**src/rtl/spi_rf_pkg.sv**
```systemverilog
package spi_rf_pkg;

    // control register bits
    localparam int unsigned CR_EN  = 0;
    localparam int unsigned CR_DIS = 1;
    localparam int unsigned CR_RST = 7;

    // mode register bits
    localparam int unsigned MR_MSTR    = 0;
    localparam int unsigned MR_MODFDIS = 4;

    // status / mask bit positions
    localparam int unsigned ST_RXF = 0;
    localparam int unsigned ST_TXE = 1;
    localparam int unsigned ST_MDF = 2;
    localparam int unsigned ST_OVR = 3;
    localparam int unsigned ST_ENA = 16;
    localparam int unsigned N_FLAGS = 4;

    // writable-bit masks
    localparam logic [31:0] MR_KEEP  = 32'hFF0F_009F;
    localparam logic [31:0] CSR_KEEP = 32'hFFFF_FFF3;

    // word indices of the registers
    localparam int unsigned IX_CR  = 0;
    localparam int unsigned IX_MR  = 1;
    localparam int unsigned IX_RDR = 2;
    localparam int unsigned IX_TDR = 3;
    localparam int unsigned IX_SR  = 4;
    localparam int unsigned IX_IER = 5;
    localparam int unsigned IX_IDR = 6;
    localparam int unsigned IX_IMR = 7;
    localparam int unsigned IX_CS0 = 12;

    typedef struct packed {
        logic cr;
        logic mr;
        logic rdr;
        logic tdr;
        logic sr;
        logic ier;
        logic idr;
        logic imr;
    } reg_hit_t;

endpackage

```
**src/rtl/spi_rf_sync.sv**
```systemverilog
module spi_rf_sync #(
    parameter int unsigned STAGES    = 2,
    parameter logic        RESET_VAL = 1'b1
) (
    input  logic clk,
    input  logic rst_n,
    input  logic din,
    output logic dout
);
    logic [STAGES-1:0] chain_d, chain_q;

    generate
        if (STAGES == 1) begin : g_one
            always_comb chain_d = din;
        end else begin : g_many
            always_comb chain_d = {chain_q[STAGES-2:0], din};
        end
    endgenerate

    always_ff @(posedge clk or negedge rst_n) begin
        if (!rst_n) chain_q <= {STAGES{RESET_VAL}};
        else        chain_q <= chain_d;
    end

    assign dout = chain_q[STAGES-1];
endmodule

```
**src/rtl/spi_rf_decode.sv**
```systemverilog
module spi_rf_decode
    import spi_rf_pkg::*;
#(
    parameter int unsigned IDX_W  = 12,
    parameter int unsigned NUM_CS = 4
) (
    input  logic [IDX_W-1:0]  idx,
    output reg_hit_t          hit,
    output logic [NUM_CS-1:0] cs_hit
);
    always_comb begin
        hit     = '0;
        hit.cr  = (idx == IDX_W'(IX_CR));
        hit.mr  = (idx == IDX_W'(IX_MR));
        hit.rdr = (idx == IDX_W'(IX_RDR));
        hit.tdr = (idx == IDX_W'(IX_TDR));
        hit.sr  = (idx == IDX_W'(IX_SR));
        hit.ier = (idx == IDX_W'(IX_IER));
        hit.idr = (idx == IDX_W'(IX_IDR));
        hit.imr = (idx == IDX_W'(IX_IMR));
    end

    generate
        for (genvar k = 0; k < NUM_CS; k++) begin : g_cs
            assign cs_hit[k] = (idx == IDX_W'(IX_CS0 + k));
        end
    endgenerate
endmodule

```
**src/rtl/spi_rf_irq.sv**
```systemverilog
module spi_rf_irq #(
    parameter int unsigned N = 4
) (
    input  logic         clk,
    input  logic         rst_n,
    input  logic         swrst,
    input  logic         set_wr,
    input  logic         clr_wr,
    input  logic [N-1:0] wbits,
    input  logic [N-1:0] flags,
    output logic [N-1:0] mask,
    output logic         irq
);
    logic [N-1:0] mask_d, mask_q;

    always_comb begin
        mask_d = mask_q;
        if (set_wr) mask_d = mask_d | wbits;
        if (clr_wr) mask_d = mask_d & ~wbits;
        if (swrst)  mask_d = '0;
    end

    always_ff @(posedge clk or negedge rst_n) begin
        if (!rst_n) mask_q <= '0;
        else        mask_q <= mask_d;
    end

    assign mask = mask_q;
    assign irq  = |(flags & mask_q);
endmodule

```
**src/rtl/spi_regfile.sv**
```systemverilog
module spi_regfile
    import spi_rf_pkg::*;
#(
    parameter int unsigned ADDR_W      = 14,
    parameter int unsigned DATA_W      = 32,
    parameter int unsigned WORD_W      = 16,
    parameter int unsigned PCS_W       = 4,
    parameter int unsigned NUM_CS      = 4,
    parameter int unsigned SYNC_STAGES = 2
) (
    input  logic                     clk,
    input  logic                     rst_n,
    input  logic                     bus_sel,
    input  logic                     bus_stb,
    input  logic                     bus_wr,
    input  logic [ADDR_W-1:0]        bus_addr,
    input  logic [DATA_W-1:0]        bus_wdata,
    output logic [DATA_W-1:0]        bus_rdata,
    output logic                     irq,
    input  logic                     ss_n,
    input  logic                     ser_ready,
    input  logic                     ser_busy,
    output logic                     ser_load,
    output logic [WORD_W-1:0]        ser_tx_data,
    output logic [PCS_W-1:0]         ser_tx_pcs,
    input  logic                     ser_done,
    input  logic [WORD_W-1:0]        ser_rx_data,
    input  logic [PCS_W-1:0]         ser_rx_pcs,
    output logic                     ctl_enabled,
    output logic [DATA_W-1:0]        cfg_mode,
    output logic [NUM_CS*DATA_W-1:0] cfg_cs
);
    localparam int unsigned IDX_W   = ADDR_W - 2;
    localparam int unsigned PCS_LSB = 16;

    typedef struct packed {
        logic              en;
        logic              pend_dis;
        logic              tdre;
        logic              rdrf;
        logic              ovres;
        logic              modf;
        logic [DATA_W-1:0] mr;
        logic [WORD_W-1:0] tdr_data;
        logic [PCS_W-1:0]  tdr_pcs;
        logic [WORD_W-1:0] rdr_data;
        logic [PCS_W-1:0]  rdr_pcs;
    } core_t;

    core_t st_d, st_q;
    logic [NUM_CS-1:0][DATA_W-1:0] csr_d, csr_q;

    reg_hit_t          hit;
    logic [NUM_CS-1:0] cs_hit;
    logic              acc, wr_acc, rd_acc;
    logic              cr_wr, tdr_wr, rdr_rd, sr_rd, swrst;
    logic              ss_sync_n, modf_evt;
    logic [N_FLAGS-1:0] flags, imr;

    spi_rf_decode #(.IDX_W(IDX_W), .NUM_CS(NUM_CS)) i_dec (
        .idx    (bus_addr[ADDR_W-1:2]),
        .hit    (hit),
        .cs_hit (cs_hit)
    );

    spi_rf_sync #(.STAGES(SYNC_STAGES), .RESET_VAL(1'b1)) i_ss_sync (
        .clk  (clk),
        .rst_n(rst_n),
        .din  (ss_n),
        .dout (ss_sync_n)
    );

    assign acc    = bus_sel & bus_stb;
    assign wr_acc = acc & bus_wr;
    assign rd_acc = acc & ~bus_wr;
    assign cr_wr  = wr_acc & hit.cr;
    assign tdr_wr = wr_acc & hit.tdr;
    assign rdr_rd = rd_acc & hit.rdr;
    assign sr_rd  = rd_acc & hit.sr;
    assign swrst  = cr_wr & bus_wdata[CR_RST];

    assign modf_evt = st_q.en & st_q.mr[MR_MSTR] & ~st_q.mr[MR_MODFDIS] & ~ss_sync_n;
    assign ser_load = st_q.en & ~st_q.tdre & ser_ready;

    always_comb begin
        st_d  = st_q;
        csr_d = csr_q;

        // a disable held back by a busy serializer completes here
        if (st_q.pend_dis && !ser_busy) begin
            st_d.en       = 1'b0;
            st_d.pend_dis = 1'b0;
        end

        if (cr_wr) begin
            if (bus_wdata[CR_DIS]) begin
                if (ser_busy) begin
                    st_d.pend_dis = st_q.en;
                end else begin
                    st_d.en       = 1'b0;
                    st_d.pend_dis = 1'b0;
                end
            end else if (bus_wdata[CR_EN]) begin
                st_d.en       = 1'b1;
                st_d.pend_dis = 1'b0;
                if (!st_q.en) st_d.tdre = 1'b1;
            end
        end

        // transmit side
        if (ser_load) st_d.tdre = 1'b1;
        if (tdr_wr) begin
            st_d.tdr_data = bus_wdata[WORD_W-1:0];
            st_d.tdr_pcs  = bus_wdata[PCS_LSB +: PCS_W];
            st_d.tdre     = 1'b0;
        end

        // read side effects first, so same-cycle events win
        if (rdr_rd) st_d.rdrf = 1'b0;
        if (sr_rd) begin
            st_d.ovres = 1'b0;
            st_d.modf  = 1'b0;
        end

        // receive side
        if (ser_done) begin
            st_d.rdr_data = ser_rx_data;
            st_d.rdr_pcs  = st_q.mr[MR_MSTR] ? ser_rx_pcs : '0;
            st_d.rdrf     = 1'b1;
            if (st_q.rdrf && !rdr_rd) st_d.ovres = 1'b1;
        end

        // mode fault
        if (modf_evt) begin
            st_d.modf     = 1'b1;
            st_d.en       = 1'b0;
            st_d.pend_dis = 1'b0;
        end

        if (!st_d.en) st_d.tdre = 1'b0;

        // configuration
        if (wr_acc && hit.mr) st_d.mr = bus_wdata & MR_KEEP;
        for (int k = 0; k < NUM_CS; k++) begin
            if (wr_acc && cs_hit[k]) csr_d[k] = bus_wdata & CSR_KEEP;
        end

        if (swrst) begin
            st_d  = '0;
            csr_d = '0;
        end
    end

    always_ff @(posedge clk or negedge rst_n) begin
        if (!rst_n) begin
            st_q  <= '0;
            csr_q <= '0;
        end else begin
            st_q  <= st_d;
            csr_q <= csr_d;
        end
    end

    assign flags[ST_RXF] = st_q.rdrf;
    assign flags[ST_TXE] = st_q.tdre;
    assign flags[ST_MDF] = st_q.modf;
    assign flags[ST_OVR] = st_q.ovres;

    spi_rf_irq #(.N(N_FLAGS)) i_irq (
        .clk    (clk),
        .rst_n  (rst_n),
        .swrst  (swrst),
        .set_wr (wr_acc & hit.ier),
        .clr_wr (wr_acc & hit.idr),
        .wbits  (bus_wdata[N_FLAGS-1:0]),
        .flags  (flags),
        .mask   (imr),
        .irq    (irq)
    );

    // read mux
    always_comb begin
        bus_rdata = '0;
        if (rd_acc) begin
            if (hit.mr) bus_rdata = st_q.mr;
            if (hit.rdr) begin
                bus_rdata[WORD_W-1:0]        = st_q.rdr_data;
                bus_rdata[PCS_LSB +: PCS_W]  = st_q.rdr_pcs;
            end
            if (hit.sr) begin
                bus_rdata[N_FLAGS-1:0] = flags;
                bus_rdata[ST_ENA]      = st_q.en;
            end
            if (hit.imr) bus_rdata[N_FLAGS-1:0] = imr;
            for (int k = 0; k < NUM_CS; k++) begin
                if (cs_hit[k]) bus_rdata = csr_q[k];
            end
        end
    end

    assign ser_tx_data = st_q.tdr_data;
    assign ser_tx_pcs  = st_q.tdr_pcs;
    assign ctl_enabled = st_q.en;
    assign cfg_mode    = st_q.mr;
    assign cfg_cs      = csr_q;

    // observation points for the bound checker
    logic chk_en, chk_tdre, chk_rdrf, chk_ovres, chk_modf;
    assign chk_en    = st_q.en;
    assign chk_tdre  = st_q.tdre;
    assign chk_rdrf  = st_q.rdrf;
    assign chk_ovres = st_q.ovres;
    assign chk_modf  = st_q.modf;
endmodule

```
**config.mk**
```make
export PLATFORM = sky130hd
export DESIGN_NAME = spi_regfile
export DESIGN_NICKNAME = d
export VERILOG_FILES = /design/src/rtl/spi_rf_pkg.sv /design/src/rtl/spi_rf_sync.sv /design/src/rtl/spi_rf_decode.sv /design/src/rtl/spi_rf_irq.sv /design/src/rtl/spi_regfile.sv
export SDC_FILE = /design/constraint.sdc
export NUM_CORES = 1
export LEC_CHECK = 0
export ABC_AREA = 1
export BUFFER_PORTS_ARGS = -buffer_cell sky130_fd_sc_hd__buf_2
export CAP_MARGIN = 10
export CORE_MARGIN = 1
export CORE_UTILIZATION = 56
export DETAILED_ROUTE_END_ITERATION = 6
export HOLD_SLACK_MARGIN = 0.08
export PLACE_DENSITY = 0.91
export SYNTH_ARGS = -nofsm -noshare
export SYNTH_HDL_FRONTEND = slang
export SYNTH_SLANG_ARGS = --single-unit
```
**constraint.sdc**
```tcl
create_clock -name clk -period 8 [get_ports clk]
set_input_delay 2.4 -clock clk [delete_from_list [all_inputs] [get_ports clk]]
set_output_delay 2.4 -clock clk [all_outputs]
set_load 0.01 [all_outputs]
```
# Yosys cells after proc, flatten, opt, wreduce, memory -nomap -nowiden
# Index checks and enable logic that the tools add are counted.
dict set report classes {
  bitwise_logic 23
  n_reduce_logical 21
  eq_ne 15
  n_mux 40
}
# operator count
set op_table {}
lappend op_table {{$mux W32} 11}
lappend op_table {{$mux W128} 1}
lappend op_table {{$mux W78} 1}
lappend op_table {{$mux W20} 3}
lappend op_table {{$eq A12 B3 Y1 const B} 4}
lappend op_table {{$eq A12 B4 Y1 const B} 4}
lappend op_table {{$eq A12 B2 Y1 const B} 2}
lappend op_table {{$mux W4} 6}
lappend op_table {{$ne A5 B4 Y1 const B} 4}
lappend op_table {{$and A1 B1 Y1} 15}
lappend op_table {{$reduce_bool A2 Y1} 7}
lappend op_table {{$eq A12 B1 Y1 const B} 1}
lappend op_table {{$logic_not A12 Y1} 1}
lappend op_table {{$mux W1} 11}
lappend op_table {{$mux W2} 5}
lappend op_table {{$and A4 B4 Y4} 2}
lappend op_table {{$logic_and A1 B1 Y1} 7}
lappend op_table {{$mux W3} 2}
lappend op_table {{$reduce_bool A3 Y1} 2}
lappend op_table {{$not A1 Y1} 4}
lappend op_table {{$not A4 Y4} 1}
lappend op_table {{$or A4 B4 Y4} 1}
lappend op_table {{$reduce_and A4 Y1} 1}
lappend op_table {{$reduce_or A4 Y1} 1}
lappend op_table {{$logic_not A1 Y1} 2}
dict set report word_totals {
  wordCells 116
  register_bits 212
  inputBits 75
  output_inout_bits 215
}

# Longest topological paths before layout
dict set report logic_depth {
  depth_word 10
  mapped_depth 12
  ltp_nobuf 11
}

# Hierarchy
# From an unflattened synthesis, not the netlist that was laid out.
dict set report unflattened {
  hier_cells 1127
  area_unflattened_um2 9125.0
}
# module cells_each area_per_inst_um2 n_inst
set modules_own_cells {}
lappend modules_own_cells {spi_regfile 1043 8629.5 1}
lappend modules_own_cells {spi_rf_decode 52 240.2 1}
lappend modules_own_cells {spi_rf_irq 30 202.7 1}
lappend modules_own_cells {spi_rf_sync 2 52.6 1}

# Worst setup path after synthesis
# Ideal clock, no wire load.
dict set report synth_timing {
  path_kind {input-to-output}
  start {input bus_addr[13]}
  end {output bus_rdata[18]}
  arrival_ns 3.656
  n_path_buf 2
  stages 11
  slack_ns 1.944
  required_ns 5.600
  cell_sequence {nor2_1 > nand2_2 > nor2_8 > buf_8 > nand2_4 > buf_6 > o21ai_1 > o21ai_1 > nand3_1 > nand2_1 > a21oi_1}
}
dict set report synth_via {
  elab_chain_len 8
  elab_cells_between_ends 13
  cone_classes {eq/ne: 6; mux: 7}
}
# item line_no
set synth_lines {}
lappend synth_lines {{start: declaration} spi_regfile.sv:16} ;# input logic [ADDR_W-1:0] bus_addr,
lappend synth_lines {{$eq A12 B1 Y1} spi_rf_decode.sv:14} ;# hit.mr = (idx == IDX_W'(IX_MR));
lappend synth_lines {{$mux W32} spi_regfile.sv:185} ;# if (hit.mr) bus_rdata = st_q.mr;
lappend synth_lines {{$mux W20} spi_regfile.sv:186} ;# if (hit.rdr) begin
lappend synth_lines {{$mux W32 (3 in a row)} spi_regfile.sv:196} ;# if (cs_hit[k]) bus_rdata = csr_q[k];
lappend synth_lines {{$mux W32 (*)} spi_regfile.sv:196}
lappend synth_lines {{$mux W32 (*)} spi_regfile.sv:184} ;# if (rd_acc) begin
lappend synth_lines {{end: declaration} spi_regfile.sv:18} ;# output logic [DATA_W-1:0] bus_rdata,
# Mark *: on every way between the ends. The rest lies on a longest branch, timed or not.

# Worst setup path in the final report
dict set report layout_timing {
  start {input bus_addr[7]}
  end {output bus_rdata[16]}
}
dict set report layout_via {
  elab_chain_len 9
  elab_cells_between_ends 15
  cone_classes {eq/ne: 7; mux: 8}
}
# item line_no
set layout_lines {}
lappend layout_lines {{$eq A12 B1 Y1} spi_rf_decode.sv:14}
lappend layout_lines {{$mux W32} spi_regfile.sv:185}
lappend layout_lines {{$mux W20} spi_regfile.sv:186}
lappend layout_lines {{$mux W1} spi_regfile.sv:190} ;# if (hit.sr) begin
lappend layout_lines {{$mux W32 (3 in a row)} spi_regfile.sv:196}
lappend layout_lines {{$mux W32 (*)} spi_regfile.sv:196}
lappend layout_lines {{$mux W32 (*)} spi_regfile.sv:184}
# Marked as above.

==> results.sh <==
export IMPL_status="completed"
export IMPL_totalWireLength_um=31000
export IMPL_max_stage_delay_ns=0.30
export IMPL_p_leak_uw=0.00598
export IMPL_ys_seq_area_frac=0.496
export IMPL_cts_resized=0
export IMPL_vias=9386
export IMPL_cts_made_buffers=17
export IMPL_period_minus_slack_ns=6.89
export IMPL_synth_area_leaders="dfrtp_1 (49%), o21ai_0 (10%), nand3_1 (6.5%), nand2_1 (6.0%), buf_4 (4.9%)"
export IMPL_worstRegToRegCells=5
export IMPL_ir_drop_mv=0.151
export IMPL_drc=0
export IMPL_synthToLayoutAreaGrowth_pct=16.1
export IMPL_grt_use_total=0.355
export IMPL_fin_skew_ns=0.00556
export IMPL_ys_types=42
export IMPL_die_w_um=133
export IMPL_crit_buf_inv=4
export IMPL_dp_hpwl_um=20800
export IMPL_finalNonFillerCells=1551
export IMPL_cap_viol_max_count=0
export IMPL_setup_ws_ns=1.11
export IMPL_coreArea_um2=16600
export IMPL_cts_path_max_buffers=2
export IMPL_row_count=47
export IMPL_worstSkewPairLatency_ns=0.43
export IMPL_gp_congestion=0.883
export IMPL_path_clk_slew_ns=0.07
export IMPL_worst_path_most_repeated_cell="nand2_1"
export IMPL_crit_fanout=26
export IMPL_crit_family="simple AND/OR/NAND/NOR gates"
export IMPL_crit_path_top_delay_cell="buf_4"
export IMPL_die_area_um2=17600
export IMPL_start_util=0.576
export IMPL_nets=1393
export IMPL_grt_max_degree=115
export IMPL_cts_tree="built"
export IMPL_setup_violations_final=0
export IMPL_yosysMostFrequentCell="o21ai_0"
export IMPL_crit_chain="buf_2 > nor2_1 > nand2_1 > nor2_8 > buf_4 > nand2_4 > o21ai_0 > inv_1 > nand2_1 > nand2_1 > nand2_1 > nand2_1 > a21oi_1 > buf_2"
export IMPL_critPathLaunchType="primary input"
export IMPL_nFillCells=1382
export IMPL_worst_pin_slew_ns=1.07
export IMPL_synth_top_area_cell="dfrtp_1"
export IMPL_layout_drive_gt1_share=0.263
export IMPL_r2r_slack_ns=6.67
export IMPL_min_from="i_ss_sync.chain_q[0]"
export IMPL_yosys_top_cells_count="o21ai_0 (191), dfrtp_1 (188), nand2_1 (152)"
export IMPL_dp_slack_ns=1.12
export IMPL_antenna_found_initial=0
export IMPL_worstPathRequired_ns=5.60
export IMPL_wire_per_inst_um=20.0
export IMPL_powerDensity_nw_per_um2=171
export IMPL_cts_sinks=190
export IMPL_synth_edff_count=0
export IMPL_synthFlopType="dfrtp_1"
export IMPL_avgSynthCellArea_um2=8.45
export IMPL_crit_reg2reg_launch="ctl_enabled"
export IMPL_dr_first_iter_drc_count=1132
export IMPL_synth_seq_cells=190
export IMPL_drt_vias_per_instance=6.05
export IMPL_ant_nets=0
export IMPL_cts_setup_buffers=0
export IMPL_async_reset_ff_frac=1.00
export IMPL_num_antenna_cells=0
export IMPL_drv_slew=0
export IMPL_io_buffers=265
export IMPL_yosysWarnings=0
export IMPL_rsz0062_at_grt="no"
export IMPL_grt_pass1_vias=8889
export IMPL_fmax_ghz=0.145
export IMPL_netlist_area_leader_share=0.491
export IMPL_hold_depth=0
export IMPL_tns_ns=0
export IMPL_grt_overflow=0
export IMPL_grt_pass1_wl_um=48300
export IMPL_hold_buffers=0
export IMPL_r2r_end="chk_tdre"
export IMPL_synthCells=1134
export IMPL_worst_setup_path_end_kind="output pin"
export IMPL_hold_violations=0
export IMPL_hold_path_endpoint="i_ss_sync.chain_q[1]"
export IMPL_htree_levels=4
export IMPL_power_uw=1900
export IMPL_slew_headroom=0.286
export IMPL_syn_area_um2=9590
export IMPL_cp_arrival_ns=4.49
export IMPL_first_pass_iters=6
export IMPL_hp_class="flip-flop to flip-flop"
export IMPL_io_pins=290
export IMPL_finalCritPeriodShare=0.862
export IMPL_fp_dieH_um=133
export IMPL_dp_cells=1519
export IMPL_clock_root_buffer="clkbuf_16"
export IMPL_hold_ws_ns=0.358
export IMPL_path_class="primary input to output pin"
where the power goes:
| group | switching, uW | total, uW | internal (uW) | leakage (uW) |
|---|---|---|---|---|
| combinational | 79.0 | 108 | 28.6 | 0.00333 |
| sequential | 5.03 | 976 | 971 | 0.00237 |
| clock | 401 | 818 | 417 | 0.000269 |
metal layers:
layer | GRT usage | up-vias | routed length, um
met4 | 0.169 | 0 | 1120
met1 | 0.463 | 4513 | 11800
met5 | 0 | - | 0
li1 | - | 4131 | -
met3 | 0.0854 | 92 | 3470
met2 | 0.557 | 650 | 14600
cells in the final DEF, fill, tap and decap left out, types with 6 or more instances in the layout:
| cell | synthesis | final |
|---|---|---|
| buf_2 | 29 | 264 |
| o21ai_0 | 191 | 191 |
| dfrtp_1 | 188 | 188 |
| nand2_1 | 152 | 151 |
| inv_1 | 124 | 124 |
| nand3_1 | 124 | 123 |
| a21oi_1 | 62 | 62 |
| o22ai_1 | 51 | 51 |
| conb_1 | 1 | 22 |
| clkbuf_16 | 0 | 17 |
| nand2_2 | 14 | 15 |
| nor2_1 | 15 | 14 |
| o221ai_1 | 11 | 11 |
| buf_4 | 62 | 11 |
| nand4_1 | 9 | 9 |
| o21ai_1 | 9 | 9 |
| inv_2 | 6 | 6 |
how the worst max path moves through the flow:
stage | startpoint | endpoint | slack (ns) | depth (start not counted)
global route | bus_addr[9] | bus_rdata[16] | 0.87 | 14
finish | bus_addr[7] | bus_rdata[16] | 1.11 | 14
CTS | bus_addr[9] | bus_rdata[16] | 1.13 | 14
floorplan | bus_addr[13] | bus_rdata[18] | 1.94 | 11
detailed placement | bus_addr[9] | bus_rdata[16] | 1.12 | 14
global placement | bus_addr[9] | bus_rdata[16] | 1.14 | 14
area by class of cell:
type,count,area [um^2],area share
multi-input combinational,702,3620,0.326
clock buffer,18,439,0.0395
sequential,190,4760,0.427
clock inverter,14,125,0.0112
tap,220,275,0.0247
timing repair buffer,276,1420,0.127
inverter,131,492,0.0442
registers in the layout, indices dropped and copies added, names as in the netlist:
name / flops
chk_ovres: 1
chk_tdre: 1
cfg_cs: 120
chk_modf: 1
ser_tx_data: 16
ser_tx_pcs: 4
st_q: 21
ctl_enabled: 1
cfg_mode: 18
chk_rdrf: 1
i_irq.mask: 4
i_ss_sync.chain_q: 2
cells by family (layout without fill, tap and decap cells):
family / Yosys count / in the layout / share of synthesized area
flip-flops: 190 / 190 / 0.496
AND/OR/NAND/NOR: 333 / 333 / 0.167
buffers and inverters: 263 / 439 / 0.136
other: 1 / 22 / 0.000391
AO/OA/AOI/OAI: 347 / 347 / 0.200
metrics by stage:
step	utilization	instance area [um^2]
after floorplan	-	9660
after global placement	0.635	10600
after detailed placement	0.635	10600
after CTS	0.669	11100
after global routing	0.669	11100
final	0.669	11100
No activity file was read; power rests on OpenSTA's default activity.
